File: src/rtl/flashid_pkg.sv
// Package: shared constants and types for the identification responder.
// Assumes 8-bit opcodes and a fixed list of identification-type opcodes.
package flashid_pkg;
    localparam int OPC_W     = 8;
    localparam int N_ID_OPS  = 3;

    localparam logic [OPC_W-1:0] OPC_READ_ID = 8'h9F;
    // All opcodes that arm standby on deselect.
    localparam logic [N_ID_OPS-1:0][OPC_W-1:0] ID_OPS = {8'hAB, 8'h9F, 8'h90};

    typedef enum logic [1:0] {
        TX_IDLE  = 2'd0,
        TX_ARMED = 2'd1,
        TX_SEND  = 2'd2,
        TX_DONE  = 2'd3
    } tx_state_t;
endpackage

File: src/rtl/fid_edge_detect.sv
// Module: finds rising and falling edges of sck and cs_n in the clk domain.
// Assumes: sck and cs_n are already synchronous to clk and each level lasts at
// least two clk cycles. Idle levels are sck low and cs_n high.
module fid_edge_detect (
    input  logic clk,
    input  logic rst_n,
    input  logic sck,
    input  logic cs_n,
    output logic sck_rise,
    output logic sck_fall,
    output logic cs_rise,
    output logic cs_fall
);
    logic sck_q;
    logic cs_q;

    // Purpose: hold the previous sample of each serial pin.
    always_ff @(posedge clk) begin
        if (!rst_n) begin
            sck_q <= 1'b0;
            cs_q  <= 1'b1;
        end else begin
            sck_q <= sck;
            cs_q  <= cs_n;
        end
    end

    // Purpose: compare the current sample with the previous one.
    always_comb begin
        sck_rise = sck & ~sck_q;
        sck_fall = ~sck & sck_q;
        cs_rise  = cs_n & ~cs_q;
        cs_fall  = ~cs_n & cs_q;
    end
endmodule

File: src/rtl/fid_opcode_rx.sv
// Module: shifts the opcode in on rising sck edges and decodes it.
// Assumes: the caller gives single-cycle sck_rise pulses, and busy does not
// change while cs_n is low. Ignores everything after the eighth bit.
module fid_opcode_rx
    import flashid_pkg::*;
(
    input  logic clk,
    input  logic rst_n,
    input  logic cs_n,
    input  logic sck_rise,
    input  logic si,
    input  logic busy,
    output logic op_full,
    output logic op_done,
    output logic read_go,
    output logic id_armed
);
    localparam int CNT_W = $clog2(OPC_W + 1);
    localparam logic [CNT_W-1:0] CNT_LAST = CNT_W'(OPC_W - 1);
    localparam logic [CNT_W-1:0] CNT_FULL = CNT_W'(OPC_W);

    logic [OPC_W-1:0] op_q;
    logic [OPC_W-1:0] op_next;
    logic [CNT_W-1:0] cnt_q;
    logic             next_is_id;

    // Purpose: form the opcode value that includes the bit now on si.
    always_comb begin
        op_next = {op_q[OPC_W-2:0], si};
    end

    // Purpose: match the finished opcode against the identification list.
    always_comb begin
        next_is_id = 1'b0;
        for (int k = 0; k < N_ID_OPS; k++) begin
            if (op_next == ID_OPS[k]) next_is_id = 1'b1;
        end
    end

    // Purpose: shift register, bit count and decode flags, cleared by cs_n high.
    always_ff @(posedge clk) begin
        if (!rst_n || cs_n) begin
            op_q     <= '0;
            cnt_q    <= '0;
            op_done  <= 1'b0;
            read_go  <= 1'b0;
            id_armed <= 1'b0;
        end else begin
            op_done <= 1'b0;
            if (sck_rise && (cnt_q != CNT_FULL)) begin
                op_q  <= op_next;
                cnt_q <= cnt_q + 1'b1;
                if (cnt_q == CNT_LAST) begin
                    op_done  <= 1'b1;
                    read_go  <= (op_next == OPC_READ_ID) && !busy;
                    id_armed <= next_is_id && !busy;
                end
            end
        end
    end

    // Purpose: tell the top level that the opcode phase is over.
    always_comb begin
        op_full = (cnt_q == CNT_FULL);
    end

    // a new transaction starts with an empty count.
    assert_count_cleared_R11: assert property (@(posedge clk) disable iff (!rst_n)
        cs_n |=> (cnt_q == '0));
endmodule

File: src/rtl/fid_id_shifter.sv
// Module: sends the identity word on falling sck edges, MSB first.
// Assumes: op_done is a one-cycle pulse that comes before the first falling
// edge after the opcode. cs_n high stops the stream and resets it.
module fid_id_shifter
    import flashid_pkg::*;
#(
    parameter int                   ID_BITS = 40,
    parameter logic [ID_BITS-1:0]   ID_WORD = '0
) (
    input  logic clk,
    input  logic rst_n,
    input  logic cs_n,
    input  logic sck_fall,
    input  logic op_done,
    input  logic read_go,
    output logic so,
    output logic so_oe
);
    localparam int IDX_W = $clog2(ID_BITS + 1);
    localparam logic [IDX_W-1:0] IDX_END = IDX_W'(ID_BITS);

    tx_state_t          st_q;
    logic [ID_BITS-1:0] sreg_q;
    logic [IDX_W-1:0]   idx_q;

    // Purpose: stream sequencing and the output driver registers.
    always_ff @(posedge clk) begin
        if (!rst_n || cs_n) begin
            st_q   <= TX_IDLE;
            sreg_q <= '0;
            idx_q  <= '0;
            so     <= 1'b0;
            so_oe  <= 1'b0;
        end else begin
            case (st_q)
                TX_IDLE: begin
                    if (op_done) st_q <= read_go ? TX_ARMED : TX_DONE;
                end
                TX_ARMED: begin
                    if (sck_fall) begin
                        so     <= ID_WORD[ID_BITS-1];
                        sreg_q <= ID_WORD << 1;
                        idx_q  <= IDX_W'(1);
                        so_oe  <= 1'b1;
                        st_q   <= TX_SEND;
                    end
                end
                TX_SEND: begin
                    if (sck_fall) begin
                        if (idx_q == IDX_END) begin
                            so_oe <= 1'b0;
                            so    <= 1'b0;
                            st_q  <= TX_DONE;
                        end else begin
                            so     <= sreg_q[ID_BITS-1];
                            sreg_q <= sreg_q << 1;
                            idx_q  <= idx_q + 1'b1;
                        end
                    end
                end
                default: begin
                    so_oe <= 1'b0;
                end
            endcase
        end
    end

    // once the stream is complete the driver stays off.
    assert_done_quiet_R10: assert property (@(posedge clk) disable iff (!rst_n)
        (st_q == TX_DONE) |-> !so_oe);
endmodule

File: src/rtl/fid_power_state.sv
// Module: standby/active flag controlled by chip select.
// Assumes: id_armed still holds its value in the cycle where cs_rise is seen.
module fid_power_state (
    input  logic clk,
    input  logic rst_n,
    input  logic cs_rise,
    input  logic cs_fall,
    input  logic id_armed,
    output logic standby
);
    // Purpose: enter standby on deselect after an ID opcode; wake on select.
    always_ff @(posedge clk) begin
        if (!rst_n) begin
            standby <= 1'b0;
        end else if (cs_fall) begin
            standby <= 1'b0;
        end else if (cs_rise) begin
            standby <= id_armed;
        end
    end
endmodule

File: src/rtl/flashid_responder.sv
// Module: top of the identification responder. Connects edge detection,
// opcode reception, identity streaming and the power-state flag.
// Assumes: serial pins are synchronous to clk and slow compared with it.
// busy does not change while cs_n is low.
module flashid_responder #(
    parameter logic [7:0]  MFR_ID = 8'hA7,
    parameter logic [15:0] DEV_ID = 16'h3C19,
    parameter logic [15:0] EXT_ID = 16'h0D4E
) (
    input  logic clk,
    input  logic rst_n,
    input  logic sck,
    input  logic cs_n,
    input  logic si,
    input  logic busy,
    output logic so,
    output logic so_oe,
    output logic standby
);
    localparam int ID_BITS = $bits(MFR_ID) + $bits(DEV_ID) + $bits(EXT_ID);
    localparam logic [ID_BITS-1:0] ID_WORD = {MFR_ID, DEV_ID, EXT_ID};

    logic sck_rise, sck_fall, cs_rise, cs_fall;
    logic op_full, op_done, read_go, id_armed;

    fid_edge_detect u_edge (
        .clk(clk), .rst_n(rst_n), .sck(sck), .cs_n(cs_n),
        .sck_rise(sck_rise), .sck_fall(sck_fall),
        .cs_rise(cs_rise), .cs_fall(cs_fall)
    );

    fid_opcode_rx u_rx (
        .clk(clk), .rst_n(rst_n), .cs_n(cs_n), .sck_rise(sck_rise),
        .si(si), .busy(busy), .op_full(op_full), .op_done(op_done),
        .read_go(read_go), .id_armed(id_armed)
    );

    fid_id_shifter #(.ID_BITS(ID_BITS), .ID_WORD(ID_WORD)) u_tx (
        .clk(clk), .rst_n(rst_n), .cs_n(cs_n), .sck_fall(sck_fall),
        .op_done(op_done), .read_go(read_go), .so(so), .so_oe(so_oe)
    );

    fid_power_state u_pwr (
        .clk(clk), .rst_n(rst_n), .cs_rise(cs_rise), .cs_fall(cs_fall),
        .id_armed(id_armed), .standby(standby)
    );

    // no drive before the opcode is complete.
    assert_z_in_opcode_R3: assert property (@(posedge clk) disable iff (!rst_n)
        (!cs_n && !op_full) |-> !so_oe);

    // output and enable change only on a falling serial clock.
    assert_fall_only_R4: assert property (@(posedge clk) disable iff (!rst_n)
        (!cs_n && !sck_fall) |=> ($stable(so) && $stable(so_oe)));

    // deselect releases the output.
    assert_cs_release_R5: assert property (@(posedge clk) disable iff (!rst_n)
        cs_n |=> !so_oe);

    // a steady busy level keeps the output released.
    assert_busy_quiet_R6: assert property (@(posedge clk) disable iff (!rst_n)
        (!cs_n && busy && $past(!cs_n && busy)) |-> !so_oe);

    // the device is active while selected.
    assert_active_when_sel_R8: assert property (@(posedge clk) disable iff (!rst_n)
        (!cs_n && $past(!cs_n)) |-> !standby);
endmodule

File: config.mk
export PLATFORM = sky130hd
export DESIGN_NAME = flashid_responder
export DESIGN_NICKNAME = d
export VERILOG_FILES = /design/src/rtl/flashid_pkg.sv /design/src/rtl/fid_edge_detect.sv /design/src/rtl/fid_opcode_rx.sv /design/src/rtl/fid_id_shifter.sv /design/src/rtl/fid_power_state.sv /design/src/rtl/flashid_responder.sv
export SDC_FILE = /design/constraint.sdc
export NUM_CORES = 1
export LEC_CHECK = 0
export BUFFER_PORTS_ARGS = -buffer_cell sky130_fd_sc_hd__buf_2
export CAP_MARGIN = 20
export CORE_MARGIN = 1.5
export CORE_UTILIZATION = 60
export DETAILED_ROUTE_END_ITERATION = 6
export GPL_TIMING_DRIVEN = 1
export MAX_ROUTING_LAYER = met4
export PLACE_DENSITY = 0.77
export SETUP_SLACK_MARGIN = 0.1
export SLEW_MARGIN = 25
export SYNTH_ARGS = -nofsm -noshare
export SYNTH_HDL_FRONTEND = slang
export SYNTH_SLANG_ARGS = --single-unit
File: constraint.sdc
create_clock -name clk -period 2.94 [get_ports clk]
set_clock_uncertainty 0.05 [all_clocks]
set_input_delay 0.588 -clock clk [delete_from_list [all_inputs] [get_ports clk]]
set_output_delay 0.588 -clock clk [all_outputs]
set_load 0.01 [all_outputs]
==> results of run 1 <==
[stage by stage]
| step | area, um^2 | utilization, % | power [mW] |
|---|---|---|---|
| 2_1_floorplan | 2630 | - | 0.935 |
| 3_3_place_gp | 2660 | 64.7 | 0.946 |
| 3_5_place_dp | 2660 | 64.7 | 0.947 |
| 4_1_cts | 2880 | 70.0 | 1.76 |
| 5_1_grt | 2880 | 70.0 | 1.81 |
| 6_report | 2880 | 70.0 | 1.75 |
[critical path, delay by kind of cell (launching register included)]
kind / cells / cell delay [ns]
simple gates: 2 / 0.28
buf+inv: 2 / 0.50
flops: 1 / 0.34
fa+ha+maj: 1 / 0.37
compound gates: 2 / 0.41
[cell usage in the layout, fill, tap and decap left out, types with 3 or more instances in the layout]
cell | netlist | final
dfxtp_1 | 65 | 65
nand2_1 | 47 | 47
o22ai_1 | 37 | 37
nor2_1 | 30 | 30
a21oi_1 | 12 | 12
nand3_1 | 12 | 12
inv_1 | 10 | 10
clkbuf_8 | 0 | 10
ha_1 | 9 | 9
buf_2 | 8 | 8
nor2b_1 | 6 | 5
o21ai_0 | 5 | 5
xnor2_1 | 5 | 5
buf_4 | 0 | 5
nor4_1 | 3 | 3
[cells in the mapped netlist, types with 3 or more instances]
| library cell | count |
|---|---|
| a21oi_1 | 12 |
| buf_2 | 8 |
| buf_6 | 4 |
| clkbuf_1 | 6 |
| dfxtp_1 | 65 |
| ha_1 | 9 |
| inv_1 | 10 |
| nand2_1 | 47 |
| nand3_1 | 12 |
| nor2_1 | 30 |
| nor2b_1 | 6 |
| nor4_1 | 3 |
| o21ai_0 | 5 |
| o22ai_1 | 37 |
| xnor2_1 | 5 |
[cell type report]
| class | count | area [um^2] |
|---|---|---|
| fillers | 334 | 1230 |
| flip-flops and latches | 65 | 1300 |
| clock buffers | 10 | 138 |
| multi-input cells | 200 | 1180 |
| well taps | 50 | 62.6 |
| clock inverters | 5 | 80.1 |
| repair buffers | 13 | 77.6 |
| inverters | 10 | 37.5 |
[flip-flops by register name, summed over array words and instances, names as in the netlist, 2 cells and up]
| register | cells |
|---|---|
| u_tx.st_q | 2 |
| u_rx.cnt_q | 4 |
| u_tx.idx_q | 6 |
| u_tx.sreg_q | 38 |
| u_rx.op_q | 7 |
[power by group]
part | switching (mW) | internal [mW] | leakage (nW)
sequential | 0.00242 | 0.883 | 0.524
clock | 0.331 | 0.494 | 0.104
combinational | 0.0289 | 0.0125 | 0.365
total | 0.362 | 1.39 | 0.993
[logic make-up after synthesis]
logic type / synth area share (%)
flip-flops: 49.5
XOR/XNOR: 2.33
buffers and inverters: 5.66
AO/OA/AOI/OAI: 17.6
multiplexers: 0.380
adder cells (fa/ha/maj): 4.28
AND/OR/NAND/NOR: 20.3
[worst max path at each step]
stage,endpoint,cells after the start,slack [ns]
3_3_place_gp,u_tx.sreg_q[30]$_SDFFE_PP0P_,5,0.91
6_report,u_tx.idx_q[0]$_SDFFE_PP0P_,7,0.90
3_5_place_dp,u_tx.sreg_q[29]$_SDFFE_PP0P_,5,0.91
2_1_floorplan,u_tx.st_q[1]$_SDFFE_PP0P_,6,1.21
5_1_grt,u_tx.idx_q[0]$_SDFFE_PP0P_,7,0.72
4_1_cts,u_tx.idx_q[0]$_SDFFE_PP0P_,7,0.90
[metal layers]
| metal | part of all wire (%) | vias to the layer above | global-route usage [%] |
|---|---|---|---|
| met2 | 44 | 39 | 30.9 |
| met5 | 0 | - | - |
| met4 | 2.1 | 0 | 9.15 |
| li1 | - | 1044 | - |
| met3 | 4.2 | 14 | 7.56 |
| met1 | 49 | 969 | 29.7 |
==> results.yml, run 1 <==
status:
  status: "complete, no violations"
job:
  max_cap_violations: 0
setup_path:
  reg2reg_slack_ns: 0.90
  worstSetupPathType: "reg -> reg"
  r2r_end: "u_tx.idx_q[0]$_SDFFE_PP0P_"
  start_kind: "flop"
  cp_slowest_cell: "buf_4"
  r2r-start: "u_tx.st_q[0]$_SDFFE_PP0P_"
  required_ns: 3.15
  path_cells: "inv_1 > ha_1 > nor2_1 > a311oi_4 > buf_4 > nand2_1 > a21oi_1"
  cp-end-kind: "flop"
  arrival_ns: 2.25
  r2r_cells: 7
  critPathMaxFanout: 39
  cpPeakStageDelay_ns: 0.39
  crit_start: "u_tx.st_q[0]$_SDFFE_PP0P_"
global_route:
  grt_usage_pct: 22.2
  grt_overflow: 0
  antenna_found_initial: 0
  grt_max_degree: 40
  grt_pass1_vias: 1936
  grt_pass1_wl_um: 8460
placement:
  dpl.cell_count: 338
  dp_slack_ns: 0.908
  post-dp-hpwl_um: 2810
  globalplace.congestion: 0.919
  portBuffers: 8
power:
  p_leak_nw: 0.993
  vdd.ir_drop.worst_mv: 0.424
  powerDensity_nw_per_um2: 608
timing:
  hold_viol: 0
  max_freq_ghz: 0.490
  setup_viol: 0
  tightest_slew_ns: 0.874
  slew_viol_final: 0
  setup_slack_ns: 0.898
  hold_slack_ns: 0.398
  min_period_ns: 2.04
  relSlewSlack_pct: 41.7
  post-route-period-util_pct: 69.4
  rsz0062_at_grt: "false"
  tns_ns: 0
yosys:
  async_flop_share_pct: 0
  yosys-top-cells-area: "dfxtp_1 (49%), o22ai_1 (8.8%), nand2_1 (6.7%)"
  synth_flop_cell: "dfxtp_1"
  yosys.cell_types.count: 44
  avgSynthCellArea_um2: 8.95
  syn_inst: 294
  syn_area_um2: 2630
  synth_edf_count: 0
  yosysWarnings: 0
  synth_nets: 309
  ys_ff_latch: 65
  synth_top_area_share_pct: 49.5
  yosys.area.top_type: "dfxtp_1"
  seq_area_frac_synth_pct: 49.5
hold_path:
  hold_end: "u_rx.read_go$_SDFFE_PP0P_"
  holdCritPathClass: "reg -> reg"
  worstHoldStart: "u_rx.read_go$_SDFFE_PP0P_"
  min_path_cells: 2
route:
  dr.pass1.iters: 4
  vias: 2066
  wl_um: 4620
  wl_per_cell_um: 13.1
  drc_errors: 0
  drt_iter0_drc: 175
  viasPerCell: 5.85
  drtAntennaViolNets: 0
clock_network:
  cts_buffers: 9
  clk-insertion-delay-late_ns: 0.33
  cts_resized: 0
  cts_tree: "yes"
  cts_sinks: 65
  cts_buffer_depth: 2
  cts_setup_buffers: 0
  postCtsHoldBufs: 0
  h-tree-depth: 3
  clockRootBuffer: "clkbuf_8"
  clk_pin_slew_worst_paths_ns: 0.07
die:
  row_count: 23
  dieWidth_um: 69.2
  die-area_um2: 4790
  core_um2: 4120
  start_util_pct: 63.9
  num_io_pins: 9
  fp.dieH_um: 69.2
final_layout:
  layoutNonFillerInstCount: 353
  layout.nets: 314
  drive_above_1_share_pct: 11.2
  n_antenna_cell: 0
  area_growth_pct: 9.46
Note: power is estimated with default switching activity, not from simulation.
==> inputs of run 2 (changes only) <==
CORE_UTILIZATION = 54   (was 60)
PLACE_DENSITY = 0.74   (was 0.77)
clock period = 1.7 ns   (was 2.94 ns; I/O delays follow)
==> results.yml, run 2 (synthesized netlist as in run 1, its figures left out) <==
status:
  status: "complete, no violations"
setup_path:
  worstSetupPathType: "reg -> reg"
  cpPeakStageDelay_ns: 0.37
  r2r_end: "u_tx.sreg_q[3]$_SDFFE_PP0P_"
  critPathMaxFanout: 19
  cp_slowest_cell: "dfxtp_4"
  path_cells: "buf_4 > ha_4 > nor2_4 > a311oi_4 > buf_6 > clkbuf_16 > o22ai_1 > nor2_1"
  crit_start: "u_tx.st_q[0]$_SDFFE_PP0P_"
  reg2reg_slack_ns: 0.09
  cp-end-kind: "flop"
  start_kind: "flop"
  cp_num_buf_inv: 3
  r2r_cells: 8
  arrival_ns: 1.84
  required_ns: 1.93
  crit_family: "buffers and inverters"
  r2r-start: "u_tx.st_q[0]$_SDFFE_PP0P_"
placement:
  dp_slack_ns: -0.00487
  portBuffers: 8
  dpl.cell_count: 362
  globalplace.congestion: 0.805
  post-dp-hpwl_um: 3030
die:
  core_um2: 4720
  num_io_pins: 9
  start_util_pct: 55.7
  fp.dieH_um: 72.8
  row_count: 25
  die-area_um2: 5300
  dieWidth_um: 72.8
power:
  vdd.ir_drop.worst_mv: 0.908
  switchingPower_uw: 679
  powerDensity_nw_per_um2: 907
  p_leak_nw: 1.14
  swShare_pct: 22.7
  p_clk_share_pct: 46.3
  seq_power_share_pct: 51.0
  p_int_mw: 2.31
  combPwrFrac_pct: 2.6
clock_network:
  clk-insertion-delay-late_ns: 0.34
  cts_tree: "yes"
  clk_pin_slew_worst_paths_ns: 0.08
  cts_buffers: 9
  cts_sinks: 65
  h-tree-depth: 3
  clockRootBuffer: "clkbuf_8"
  cts_buffer_depth: 2
timing:
  post-route-period-util_pct: 94.7
  relSlewSlack_pct: 71.6
  slew_viol_final: 0
  setup_slack_ns: 0.0901
  hold_viol: 0
  rsz0062_at_grt: "true"
  tns_ns: 0
  setup_viol: 0
  tightest_slew_ns: 0.425
  min_period_ns: 1.61
  max_freq_ghz: 0.621
final_layout:
  final_common_cell: "dfxtp_1"
  largest_reg_flops: 38
  layout.nets: 334
  regMostFlops: "u_tx.sreg_q"
  multi_input_area_um2: 1340
  layoutNonFillerInstCount: 391
  reg.largest.list: "u_tx.sreg_q (38), u_rx.op_q (7), u_tx.idx_q (6)"
  drive_above_1_share_pct: 25.3
  regArea_um2: 1310
  final_util_pct: 69.9
  n_antenna_cell: 0
  area_growth_pct: 25.4
  mostFrequentLayoutCells: "dfxtp_1 (61), nand2_1 (46), o22ai_1 (32)"
  fill_cells: 348
route:
  viasPerCell: 5.73
  dr.pass1.iters: 4
  wl_per_cell_um: 15.6
  vias: 2241
  drc_errors: 0
  wl_um: 6090
  drtAntennaViolNets: 0
  drt_iter0_drc: 166
global_route:
  grt_pass1_vias: 1909
  grt_usage_pct: 22.2
  grt_overflow: 0
  grt_pass1_wl_um: 8790
  grt_max_degree: 40
  antenna_found_initial: 0
job:
  max_cap_violations: 0
hold_path:
  holdCritPathClass: "in -> reg"
  min_path_cells: 2
  worstHoldStart: "rst_n"
  hold_end: "u_edge.sck_q$_SDFF_PN0_"
[run 2: cell count changes in the layout (fill, tap and decap cells not counted), moves of 3 or more]
| cell | before | now |
|---|---|---|
| o22ai_1 | 37 | 32 |
| dfxtp_1 | 65 | 61 |
| buf_6 | 0 | 3 |
| ha_1 | 9 | 5 |
| clkbuf_16 | 0 | 3 |
| o22ai_2 | 0 | 5 |
| buf_4 | 5 | 17 |
| inv_1 | 10 | 6 |
| ha_4 | 0 | 4 |
[run 2: repair_timing]
action,4_1_cts,5_1_grt
resized for setup,10,25
pin swaps,3,8
endpoints found under the setup margin,30,47
cloned,1,3
buffers inserted,2,7
hold buffers,0,0
[run 2: power groups by stage]
stage                     Combinational [mW]  Sequential (mW)  Clock (mW)
final                                 0.0792             1.53        1.39
after global placement                0.0750             1.57           0
after CTS                             0.0765             1.53        1.41
after floorplan                       0.0513             1.56           0
after global routing                  0.0879             1.53        1.47
after detailed placement              0.0762             1.57           0
[run 2: area by class of cell]
type,instances,share of cell area [%]
Inverter,10,1.29
Clock inverter,5,1.90
Clock buffer,11,4.59
Timing Repair Buffer,33,9.44
Tap cell,67,2.54
Sequential cell,65,39.7
Multi-Input combinational cell,200,40.5
[run 2: how the worst max path moves through the flow]
stage	cells after the start	endpoint	slack, ns
3_5_place_dp	6	u_tx.st_q[0]$_SDFFE_PP0P_	-0.005
2_1_floorplan	7	u_tx.sreg_q[36]$_SDFFE_PP0P_	0.13
5_1_grt	7	u_tx.so$_SDFFE_PP0P_	0.0003
3_3_place_gp	6	u_tx.st_q[1]$_SDFFE_PP0P_	0.07
4_1_cts	7	u_tx.idx_q[0]$_SDFFE_PP0P_	0.09
6_report	8	u_tx.sreg_q[3]$_SDFFE_PP0P_	0.09
[run 2: metal layers]
layer,global-route usage (%),vias to the layer above,wire (um)
li1,-,1083,-
met1,29.0,1063,2670
met2,32.6,83,2990
met3,5.80,12,305
met4,9.22,0,128
met5,-,-,0
[run 2: through the flow]
step | power, mW | hold WS, ns | area [um^2]
3_3_place_gp | 1.64 | 0.386 | 2790
3_5_place_dp | 1.64 | 0.400 | 2790
6_report | 2.99 | 0.204 | 3300
4_1_cts | 3.01 | 0.187 | 3080
5_1_grt | 3.09 | 0.191 | 3300
2_1_floorplan | 1.62 | 0.377 | 2660
[run 2: worst register-to-register path: stages, from the launching register on]
cell and delay, ns:
dfxtp_4 0.37, buf_4 0.13, ha_4 0.16, nor2_4 0.05, a311oi_4 0.26, buf_6 0.18
clkbuf_16 0.19, o22ai_1 0.09, nor2_1 0.08
==> inputs of run 3 (changes only) <==
SYNTH_HIERARCHICAL = 1   (was default)
==> results.yml, run 3 <==
hold_path:
  holdCritPathClass: "in -> reg"
  worstHoldStart: "rst_n"
  hold_end: "u_edge/cs_q$_SDFF_PN1_"
  min_path_cells: 2
status:
  status: "complete, no violations"
setup_path:
  required_ns: 1.87
  cp_num_buf_inv: 4
  arrival_ns: 1.70
  reg2reg_slack_ns: 0.17
  crit_path_frequent_cell: "buf_4"
  worstSetupPathType: "reg -> reg"
  start_kind: "flop"
  cp-end-kind: "flop"
  critPathMaxFanout: 18
  cpPeakStageDelay_ns: 0.35
  crit_family: "buffers and inverters"
  r2r_end: "u_tx/sreg_q[15]$_SDFFE_PP0P_"
  cp_slowest_cell: "dfxtp_2"
  path_cells: "inv_2 > ha_4 > buf_4 > a31oi_4 > buf_4 > buf_16 > o22ai_1"
  r2r_cells: 7
  r2r-start: "u_tx/st_q[0]$_SDFFE_PP0P_"
timing:
  max_freq_ghz: 0.655
  relSlewSlack_pct: 63.3
  tns_ns: 0
  setup_viol: 0
  hold_viol: 0
  setup_slack_ns: 0.173
  slew_viol_final: 0
  min_period_ns: 1.53
  hold_slack_ns: 0.177
  rsz0062_at_grt: "true"
  post-route-period-util_pct: 89.8
  tightest_slew_ns: 0.551
clock_network:
  cts_tree: "yes"
  clockRootBuffer: "clkbuf_8"
  cts_buffers: 9
  clk-insertion-delay-late_ns: 0.33
  cts_buffer_depth: 2
  postCtsHoldBufs: 0
  clk_pin_slew_worst_paths_ns: 0.07
  h-tree-depth: 3
  cts_sinks: 65
yosys:
  synth_nets: 293
  yosysMostFrequentCell: "dfxtp_1"
  synth_edf_count: 0
  avgSynthCellArea_um2: 9.60
  yosys.area.top_type: "dfxtp_1"
  syn_inst: 279
  yosysWarnings: 6
  yosys.cell_types.count: 47
  syn_area_um2: 2680
  yosys-top-cells-area: "dfxtp_1 (49%), o221a_1 (7.1%), nand2_1 (4.8%)"
  ys_ff_latch: 65
  async_flop_share_pct: 0
  seq_area_frac_synth_pct: 48.6
  synth_top_area_share_pct: 48.6
  synth_flop_cell: "dfxtp_1"
  synthTopCellsByCount: "dfxtp_1 (65), nand2_1 (34), o22ai_1 (20)"
route:
  wl_per_cell_um: 13.4
  drc_errors: 0
  wl_um: 4940
  drtAntennaViolNets: 0
  vias: 2029
  drt_iter0_drc: 166
  viasPerCell: 5.50
  dr.pass1.iters: 4
placement:
  portBuffers: 8
  dp_slack_ns: 0.0789
  post-dp-hpwl_um: 2950
  globalplace.congestion: 0.783
global_route:
  grt_max_degree: 51
  grt_pass1_wl_um: 8520
  antenna_found_initial: 0
  grt_pass1_vias: 1830
  grt_overflow: 0
  grt_usage_pct: 21.4
final_layout:
  n_antenna_cell: 0
  drive_above_1_share_pct: 19.9
  reg.largest.list: "u_tx/sreg_q (38), u_rx/op_q (7), u_tx/idx_q (6)"
  regMostFlops: "u_tx/sreg_q"
  layout.nets: 311
  final_common_cell: "dfxtp_1"
  mostFrequentLayoutCells: "dfxtp_1 (63), nand2_1 (34), o22ai_1 (20)"
  fill_cells: 394
  area_growth_pct: 17.7
  largest_reg_flops: 38
die:
  row_count: 25
  die-area_um2: 5390
  core_um2: 4750
  fp.dieH_um: 73.4
  start_util_pct: 56.3
  num_io_pins: 9
  dieWidth_um: 73.4
power:
  power_mw: 2.97
  powerDensity_nw_per_um2: 941
  vdd.ir_drop.worst_mv: 0.639
  p_leak_nw: 1.14
job:
  max_cap_violations: 0
## run 3: worst max path at each step
| stage | from | to | slack (ns) | cells after the start |
|---|---|---|---|---|
| after floorplan | u_tx/st_q[0]$_SDFFE_PP0P_ | u_tx/idx_q[0]$_SDFFE_PP0P_ | 0.11 | 7 |
| after global placement | u_tx/st_q[0]$_SDFFE_PP0P_ | u_tx/sreg_q[29]$_SDFFE_PP0P_ | 0.11 | 6 |
| after CTS | u_tx/st_q[0]$_SDFFE_PP0P_ | u_tx/sreg_q[3]$_SDFFE_PP0P_ | 0.11 | 7 |
| final | u_tx/st_q[0]$_SDFFE_PP0P_ | u_tx/sreg_q[15]$_SDFFE_PP0P_ | 0.17 | 7 |
| after global routing | u_tx/st_q[0]$_SDFFE_PP0P_ | u_tx/sreg_q[36]$_SDFFE_PP0P_ | 0.09 | 7 |
| after detailed placement | u_tx/st_q[0]$_SDFFE_PP0P_ | u_tx/sreg_q[35]$_SDFFE_PP0P_ | 0.08 | 6 |
## run 3: what timing repair did
| action | 4_1_cts | 5_1_grt |
|---|---|---|
| buffers inserted | 3 | 0 |
| pin swaps | 3 | 1 |
| gates cloned | 1 | 0 |
| endpoints found under the setup margin | 19 | 42 |
| gates resized for setup | 6 | 9 |
## run 3: cell families after synthesis
logic type	share of synthesized area, %
muxes	1.17
xor gates and xnor gates	1.31
buffers and inverters	5.79
and+or+nand+nor	17.3
adders and majority gates	3.74
AOI/OAI and AO/OA	22.1
DFF	48.6
## run 3: power breakdown
group	total [mW]	internal, mW	switching [mW]
clock	1.35	0.797	0.555
combinational	0.0856	0.0320	0.0537
sequential	1.53	1.53	0.00323
## run 3: routing by layer
metal,vias up,track usage [%],routed length [um]
met2,45,30.6,2230
li1,1048,-,-
met5,-,-,0
met3,4,6.58,259
met4,0,9.26,42
met1,932,28.0,2400
## run 3: metrics by stage
step	cell area (um^2)	cells	utilization, %
finish	3150	369	66.3
floorplan	2680	279	-
global placement	2850	349	60.0
detailed placement	2850	349	60.0
CTS	3130	369	65.8
global route	3150	369	66.3
## run 3: worst register-to-register path: stages (launching register included)
cell     delay, ns
dfxtp_2       0.35
inv_2         0.06
ha_4          0.17
buf_4         0.15
a31oi_4       0.22
buf_4         0.18
buf_16        0.14
o22ai_1       0.09
## run 3: cell type report
type / instances / area, um^2 / area share [%]
inverters: 13 / 48.8 / 1.55
flip-flops and latches: 65 / 1310 / 41.4
well taps: 67 / 83.8 / 2.66
repair buffers: 27 / 248 / 7.86
multi-input cells: 181 / 1260 / 39.9
clock inverters: 2 / 35.0 / 1.11
clock buffers: 14 / 173 / 5.48
